$ cat config.mk
export PLATFORM = sky130hd
export DESIGN_NAME = frame_motion_detector
export DESIGN_NICKNAME = d
export VERILOG_FILES = /design/src/rtl/fmd_pkg.sv /design/src/rtl/fmd_addr_walk.sv /design/src/rtl/fmd_diff_count.sv /design/src/rtl/frame_motion_detector.sv
export SDC_FILE = /design/constraint.sdc
export NUM_CORES = 1
export LEC_CHECK = 0
export BUFFER_PORTS_ARGS = -buffer_cell sky130_fd_sc_hd__buf_2
export CORE_ASPECT_RATIO = 0.7
export CORE_MARGIN = 2
export CORE_UTILIZATION = 50
export CTS_CLUSTER_DIAMETER = 30
export DETAILED_ROUTE_END_ITERATION = 8
export GPL_ROUTABILITY_DRIVEN = 0
export PLACE_DENSITY = 0.71
export SYNTH_ARGS = -nofsm -noshare
export SYNTH_HDL_FRONTEND = slang
export SYNTH_SLANG_ARGS = --single-unit
$ cat constraint.sdc
create_clock -name clk -period 5.5 [get_ports clk]
set_input_delay 1.1 -clock clk [delete_from_list [all_inputs] [get_ports clk]]
set_output_delay 1.1 -clock clk [all_outputs]
set_load 0.005 [all_outputs]
$ cat src/rtl/fmd_pkg.sv
package fmd_pkg;

    typedef enum logic [2:0] {
        ST_IDLE,
        ST_GAP,
        ST_FILL2,
        ST_SCAN,
        ST_DECIDE
    } fmd_state_e;

endpackage

$ cat src/rtl/fmd_addr_walk.sv
module fmd_addr_walk #(
    parameter int NUM_PIX = 19200,
    parameter int IDX_W   = 15
) (
    input  logic             clk,
    input  logic             rst_n,
    input  logic             clear,
    input  logic             step,
    output logic [IDX_W-1:0] idx,
    output logic             last
);

    assign last = (idx == IDX_W'(NUM_PIX - 1));

    always_ff @(posedge clk or negedge rst_n) begin
        if (!rst_n) begin
            idx <= '0;
        end else if (clear) begin
            idx <= '0;
        end else if (step && !last) begin
            idx <= idx + 1'b1;
        end
    end

endmodule

$ cat src/rtl/fmd_diff_count.sv
module fmd_diff_count #(
    parameter int PIX_W = 8,
    parameter int CNT_W = 15
) (
    input  logic               clk,
    input  logic               rst_n,
    input  logic               clear,
    input  logic               sample,
    input  logic [2*PIX_W-1:0] word,
    input  logic [PIX_W-1:0]   pix_thr,
    output logic [CNT_W-1:0]   count
);

    logic [PIX_W-1:0] early_px;
    logic [PIX_W-1:0] late_px;
    logic [PIX_W-1:0] delta;
    logic             hit;

    always_comb begin
        early_px = word[PIX_W-1:0];
        late_px  = word[2*PIX_W-1:PIX_W];
        if (late_px >= early_px) begin
            delta = late_px - early_px;
        end else begin
            delta = early_px - late_px;
        end
        hit = (delta > pix_thr);
    end

    always_ff @(posedge clk or negedge rst_n) begin
        if (!rst_n) begin
            count <= '0;
        end else if (clear) begin
            count <= '0;
        end else if (sample && hit) begin
            count <= count + 1'b1;
        end
    end

endmodule

$ cat src/rtl/frame_motion_detector.sv
module frame_motion_detector
    import fmd_pkg::*;
#(
    parameter int   ADDR_W     = 15,
    parameter int   PIX_W      = 8,
    parameter int   NUM_PIX    = 19200,
    parameter int   GAP_FRAMES = 15,
    parameter int   BASE_ADDR  = 0,
    localparam int  CNT_W      = $clog2(NUM_PIX + 1),
    localparam int  IDX_W      = (NUM_PIX > 1) ? $clog2(NUM_PIX) : 1,
    localparam int  GAP_W      = $clog2(GAP_FRAMES + 1),
    localparam int  WORD_W     = 2 * PIX_W
) (
    input  logic              clk,
    input  logic              rst_n,
    input  logic              frame_start,
    input  logic [PIX_W-1:0]  pix_thr,
    input  logic [CNT_W-1:0]  cnt_thr,
    output logic              cap_req,
    output logic              cap_sel,
    output logic              rd_req,
    output logic [ADDR_W-1:0] rd_addr,
    input  logic              rd_ready,
    input  logic [WORD_W-1:0] rd_data,
    output logic              motion,
    output logic              done
);

    fmd_state_e        state;
    fmd_state_e        state_nx;
    logic [GAP_W-1:0]  gap_cnt;
    logic [PIX_W-1:0]  pix_thr_q;
    logic [CNT_W-1:0]  cnt_thr_q;
    logic [IDX_W-1:0]  idx;
    logic              idx_last;
    logic [CNT_W-1:0]  diff_cnt;
    logic              gap_hit;
    logic              start_scan;
    logic              take_word;

    assign gap_hit    = (gap_cnt == GAP_W'(GAP_FRAMES - 1));
    assign start_scan = (state == ST_FILL2) && frame_start;
    assign take_word  = (state == ST_SCAN) && rd_ready;

    always_comb begin
        state_nx = state;
        unique case (state)
            ST_IDLE:   if (frame_start)              state_nx = ST_GAP;
            ST_GAP:    if (frame_start && gap_hit)   state_nx = ST_FILL2;
            ST_FILL2:  if (frame_start)              state_nx = ST_SCAN;
            ST_SCAN:   if (rd_ready && idx_last)     state_nx = ST_DECIDE;
            ST_DECIDE:                               state_nx = ST_IDLE;
            default:                                 state_nx = ST_IDLE;
        endcase
    end

    // State register with the gap counter and the latched thresholds
    always_ff @(posedge clk or negedge rst_n) begin
        if (!rst_n) begin
            state     <= ST_IDLE;
            gap_cnt   <= '0;
            pix_thr_q <= '0;
            cnt_thr_q <= '0;
        end else begin
            state <= state_nx;
            if (state == ST_IDLE) begin
                gap_cnt <= '0;
            end else if (state == ST_GAP && frame_start) begin
                gap_cnt <= gap_hit ? '0 : gap_cnt + 1'b1;
            end
            if (start_scan) begin
                pix_thr_q <= pix_thr;
                cnt_thr_q <= cnt_thr;
            end
        end
    end

    // Registered outputs
    always_ff @(posedge clk or negedge rst_n) begin
        if (!rst_n) begin
            cap_req <= 1'b0;
            cap_sel <= 1'b0;
            done    <= 1'b0;
            motion  <= 1'b0;
        end else begin
            cap_req <= frame_start &&
                       ((state == ST_IDLE) || (state == ST_GAP && gap_hit));
            cap_sel <= (state == ST_GAP);
            done    <= (state == ST_DECIDE);
            if (state == ST_DECIDE) begin
                motion <= (diff_cnt > cnt_thr_q);
            end
        end
    end

    assign rd_req  = (state == ST_SCAN);
    assign rd_addr = ADDR_W'(BASE_ADDR) + ADDR_W'(idx);

    fmd_addr_walk #(
        .NUM_PIX (NUM_PIX),
        .IDX_W   (IDX_W)
    ) u_walk (
        .clk   (clk),
        .rst_n (rst_n),
        .clear (start_scan),
        .step  (take_word),
        .idx   (idx),
        .last  (idx_last)
    );

    fmd_diff_count #(
        .PIX_W (PIX_W),
        .CNT_W (CNT_W)
    ) u_diff (
        .clk     (clk),
        .rst_n   (rst_n),
        .clear   (start_scan),
        .sample  (take_word),
        .word    (rd_data),
        .pix_thr (pix_thr_q),
        .count   (diff_cnt)
    );

endmodule

### Word-level counts from Yosys, hierarchy flattened

Index checks and enable logic that the tools add are counted.

| cells by class | value |
|---|---|
| multiplexer cells | 13 |
| $add $sub $neg | 5 |
| reductions and logical operators | 16 |
| eq/ne operators | 10 |
| magnitude comparators | 3 |

Operator list:

| cell | count |
|---|---|
| 2-to-1 mux 15 bit | 4 |
| adder 15 x 1 -> 15 bit (second input constant) | 2 |
| subtractor 8 bit | 2 |
| equality test 15 bit (second input constant) | 1 |
| > comparator 15 bit | 1 |
| 2-to-1 mux 3 bit | 4 |
| 2-to-1 mux 4 bit | 3 |
| one-hot mux 3 bit (4 select lines) | 1 |
| logical AND 1 bit | 9 |
| >= comparator 8 bit | 1 |
| > comparator 8 bit | 1 |
| 2-to-1 mux 8 bit | 1 |
| equality test 3 x 2 -> 1 bit (second input constant) | 2 |
| inequality test 2 bit (second input constant) | 3 |
| nonzero test 2 bit | 3 |
| adder 4 x 1 -> 4 bit (second input constant) | 1 |
| equality test 4 bit (second input constant) | 1 |
| AND reduction 4 bit | 1 |
| equality test 3 x 1 -> 1 bit (second input constant) | 1 |
| equality test 3 bit (second input constant) | 1 |
| zero test 3 bit | 1 |
| inequality test 2 x 1 -> 1 bit (second input constant) | 1 |
| zero test 1 bit | 1 |
| logical OR 1 bit | 1 |

| storage, ports and cells | value |
|---|---|
| flip-flop bits (word level) | 64 |
| bits of input ports | 43 |

### Longest topological paths before layout

| depth | value |
|---|---|
| depth after elaboration | 6 |
| mapped depth | 16 |
| gate-level depth less buffers | 15 |

### Modules after synthesis

Synthesis repeated with hierarchy kept, for this count alone.

| unflattened totals | value |
|---|---|
| cells, all modules | 448 |
| area, all modules | 4,265.3 µm² |

Modules (own cells, without submodules):

| module | instances | cells each | area each (µm²) |
|---|---|---|---|
| frame_motion_detector | 1 | 171 | 1,843.0 |
| fmd_diff_count | 1 | 187 | 1,586.5 |
| fmd_addr_walk | 1 | 90 | 835.8 |

### Worst setup path after synthesis

OpenSTA, ideal clock, no wires.

| path | value |
|---|---|
| path kind | input -> register |
| start | input port rd_data[8] |
| end | register u_diff.count[11] |
| stages on the path | 15 |
| arrival time | 4.125 ns |
| data required time | 5.374 ns |
| setup slack | 1.249 ns |
| path buffers | 1 |
| cells stage by stage | inv_1 ha_1 inv_1 fa_1 nand3_1 a31oi_1 a211oi_4 mux2_2 ha_1 nor2b_1 o211a_1 o21ai_1 buf_2 a21oi_1 a221o_1 |

| on the way | value |
|---|---|
| cells in the longest elaborated chain, start to end | 5 |
| elaborated cells between the ends (all ways) | 7 |

Ends and longest elaborated chain:

| element | RTL line | text |
|---|---|---|
| from (decl) | frame_motion_detector.sv:24 | `input logic [WORD_W-1:0] rd_data,` |
| subtractor 8 bit, or another cell as far along | fmd_diff_count.sv:25 | `delta = early_px - late_px;` |
| 2-to-1 mux 8 bit (*) | fmd_diff_count.sv:22 | `if (late_px >= early_px) begin` |
| > comparator 8 bit (*) | fmd_diff_count.sv:27 | `hit = (delta > pix_thr);` |
| logical AND 1 bit (*) | fmd_diff_count.sv:35 | `end else if (sample && hit) begin` |
| nonzero test 2 bit (no line) (*) | -- |  |
| to (signal assigned) | fmd_diff_count.sv:36 | `count <= count + 1'b1;` |
| to (decl) | fmd_diff_count.sv:11 | `output logic [CNT_W-1:0] count` |

Mark *: on every way between the ends. The rest lies on a longest branch, timed or not.
A chain may end at the register's enable or synchronous reset.

### Worst setup path after layout

| path | value |
|---|---|
| start | input port rd_data[8] |
| end | register u_diff.count[12] |

The elaborated chain is that of the path after synthesis.

==> results.toml <==
[power_and_ir_drop]
leakage_uw = 0.002510
ir_drop_mv = 0.1891
powerDensity_nw_per_um2 = 380.2

[synth]
synth_seq_area_share_pct = 37.42
netlist_area_um2 = 4280
postSynth.asyncResetShare_pct = 100.0
synth-edff-count = 0
synth_fp_nets = 562
ys_warn_count = 0
synth_cells = 475
ys_ff_latch = 64
yosysUniqueCellTypes = 55
ys.flop_type = "dfrtp_1"
syn_avg_cell_area_um2 = 9.011

[routing]
avgViaCountPerCell = 5.545
finalWirelength_mm = 9.429
drt_pass1_iterations = 5
routedWlPerCell_um = 14.60
drc = 0
drtAntennaViolNets = 0
drt_iter0_markers = 195
vias = 3582

[setup_path]
critPathBufInv = 3
path_cells = "buf_2 -> inv_1 -> ha_1 -> inv_1 -> fa_1 -> nand3_1 -> a31oi_1 -> a211oi_4 -> mux2_2 -> ha_1 -> nor2b_1 -> o211a_1 -> o21ai_1 -> nand2_1 -> a221o_1"
ff2ff_setup_slack_ns = 2.97
end_kind = "register"
reg2reg_to = "u_diff.count[12]$_DFFE_PN0P_"
cp_data_required_time_ns = 5.71
critical_path.max_fanout = 10
cp-startpoint = "rd_data[8]"
rr_worst_depth = 7
r2r-start = "pix_thr_q[1]$_DFFE_PN0P_"
start_kind = "primary input"
cp_slowest_stage_delay_ns = 0.63
critPathKind = "primary input to register"
cp.arrival_ns = 4.99
cp_slowest_cell = "o21ai_1"
cp_top_family = "compound AO/OA/AOI/OAI gates"

[hold_path]
worstHoldEndpoint = "cnt_thr_q[0]$_DFFE_PN0P_"
hold_path_startpoint = "cnt_thr_q[0]$_DFFE_PN0P_"
hold_path_depth = 2
hp-class = "register to register"

[sta]
fin_crit_sh_pct = 87.05
hold_viol_final = 0
setup_violations = 0
whs_ns = 0.5035
drv_slew = 0
clock_skew_ns = 0.006235
rsz0062_at_grt = "false"
maxSlewHeadroom_pct = 37.40
fin_tns_setup_ns = 0
tightest_slew_ns = 0.9320
clock.fmax_mhz = 208.9
period_needed_ns = 4.788

[floorplan]
pin_count = 63
dieHeight_um = 81.41
die-area_um2 = 9328
die_w_um = 114.6
fp.coreArea_um2 = 8373
rows = 28
start_util_pct = 51.12

[global_route]
grt-ovfl-total = 0
antenna_found_initial = 0
grt_pass1_vias = 3417
grt_usage_pct = 21.93
grt_max_degree = 65
grt_pass1_wl_mm = 16.15

[finish]
fin_util_pct = 59.37
drive_above_1_share_pct = 17.93
post_layout_nonfiller_instances = 646
nNetsFinal = 624
area_growth_pct = 16.14
num_antenna_cells = 0

[clocking]
cts_buffer_depth = 2
post-cts-setup-buffers = 0
cts_resized = 0
cts_buffers = 9
clock_latency_ns = 0.33
path_clk_slew_ns = 0.05
cts_hold_buf = 0
cts_tree = "built"
clock-sinks = 64
clockRootBuffer = "clkbuf_16"
cts_htree_levels = 3

[placed_design]
portBuffers = 62
placed_cells = 631
hpwl_mm = 6.990

[outcome]
outcome = "finished clean"

[flow_run]
cap_viol_max_count = 0
-- Yosys cell counts (all sizes together), types with 3 or more instances --
library cell,n,area (um^2)
a211oi,6,57.56
a21o,3,22.52
a21oi,30,172.7
a221o,6,60.06
a22o,3,26.28
a311oi,3,26.28
a31oi,4,25.02
and2,5,31.28
and3,5,31.28
and4,7,61.31
buf,11,66.31
clkbuf,5,18.77
dfrtp,64,1602
ha,42,525.5
inv,46,172.7
mux2i,15,150.1
nand2,64,240.2
nand2b,5,31.28
nand3,11,55.05
nand4,14,87.58
nor2,27,101.4
nor3,10,55.05
nor3b,3,27.52
nor4,3,25.02
o211ai,4,35.03
o21ai,39,195.2
o31ai,3,22.52
xnor2,6,52.55
xor2,9,78.83
-- final cells by class --
cell class / instances / area, um^2
clock buffers: 11 / 242.7
clock inverters: 4 / 45.04
fillers: 748 / 3402
inverters: 46 / 172.7
multi-input cells: 349 / 2430
flip-flops and latches: 64 / 1602
well taps: 105 / 131.4
repair buffers: 67 / 347.8
-- worst min-delay path, stage by stage, from the launching register on --
cell     delay, ns
dfrtp_1       0.36
nand2_1       0.06
nand2_1       0.06
-- through the flow --
step / cell area, um^2 / power, uW / setup WS [ns]
after global placement: 4683 / 1300 / 0.5709
after detailed placement: 4683 / 1340 / 0.3936
after global routing: 4971 / 2042 / 0.3514
final: 4971 / 1890 / 0.7125
after floorplan: 4280 / 1140 / 1.249
after CTS: 4971 / 1904 / 0.7390
-- metal layers --
| layer | wire [um] | up-vias | track usage, % | share of wire [%] |
|---|---|---|---|---|
| li1 | - | 1804 | - | - |
| met1 | 4753 | 1672 | 30.73 | 50 |
| met4 | 78 | 0 | 5.854 | 0.83 |
| met2 | 4148 | 92 | 34.20 | 44 |
| met3 | 448 | 14 | 5.387 | 4.8 |
| met5 | 0 | - | 0 | 0 |
-- kinds of logic after synthesis --
family / Yosys count / share of synthesized area, %
AND/OR/NAND/NOR: 161 / 18.97
XOR/XNOR: 15 / 3.069
flip-flops: 64 / 37.42
buffers and inverters: 62 / 6.021
multiplexers: 17 / 4.034
adder cells (fa/ha/maj): 44 / 13.21
AO/OA/AOI/OAI: 112 / 17.28
-- placed cells by master (no fill, tap or decap), types with 4 or more instances in the layout --
master / instances
nor3_1: 9
and4_1: 7
nand3_1: 11
xnor2_1: 6
inv_1: 45
a31oi_1: 4
ha_1: 42
o21ai_0: 37
nor2_1: 27
a221o_1: 6
clkbuf_16: 9
dfrtp_1: 64
nand2_1: 64
and3_1: 5
buf_2: 62
mux2i_1: 15
nand4_1: 14
a21oi_1: 24
and2_1: 5
xor2_1: 9
buf_4: 5
a211oi_1: 5
nand2b_1: 5
a21oi_2: 6
-- power by group --
group | leakage [uW] | internal (uW) | switching, uW
Clock | 0.000145 | 357 | 191
Sequential | 0.000801 | 607 | 108
Combinational | 0.00156 | 266 | 360
Total | 0.00251 | 1230 | 660
-- state kept, by name, summed over array words and instances (netlist names) --
| signal | count |
|---|---|
| cnt_thr_q | 15 |
| u_diff.count | 15 |
| u_walk.idx | 15 |
| pix_thr_q | 8 |
| gap_cnt | 4 |
| state | 3 |
| cap_req | 1 |
| cap_sel | 1 |
| done | 1 |
| motion | 1 |
-- worst max-delay path by stage --
stage                                         to  slack (ns)  depth (start not counted)
floorplan           u_diff.count[11]$_DFFE_PN0P_        1.25                         15
global placement    u_diff.count[12]$_DFFE_PN0P_        0.57                         15
detailed placement  u_diff.count[12]$_DFFE_PN0P_        0.39                         15
CTS                 u_diff.count[12]$_DFFE_PN0P_        0.74                         15
global route        u_diff.count[14]$_DFFE_PN0P_        0.35                         15
finish              u_diff.count[12]$_DFFE_PN0P_        0.71                         15
Note: power is estimated with default switching activity, not from simulation.
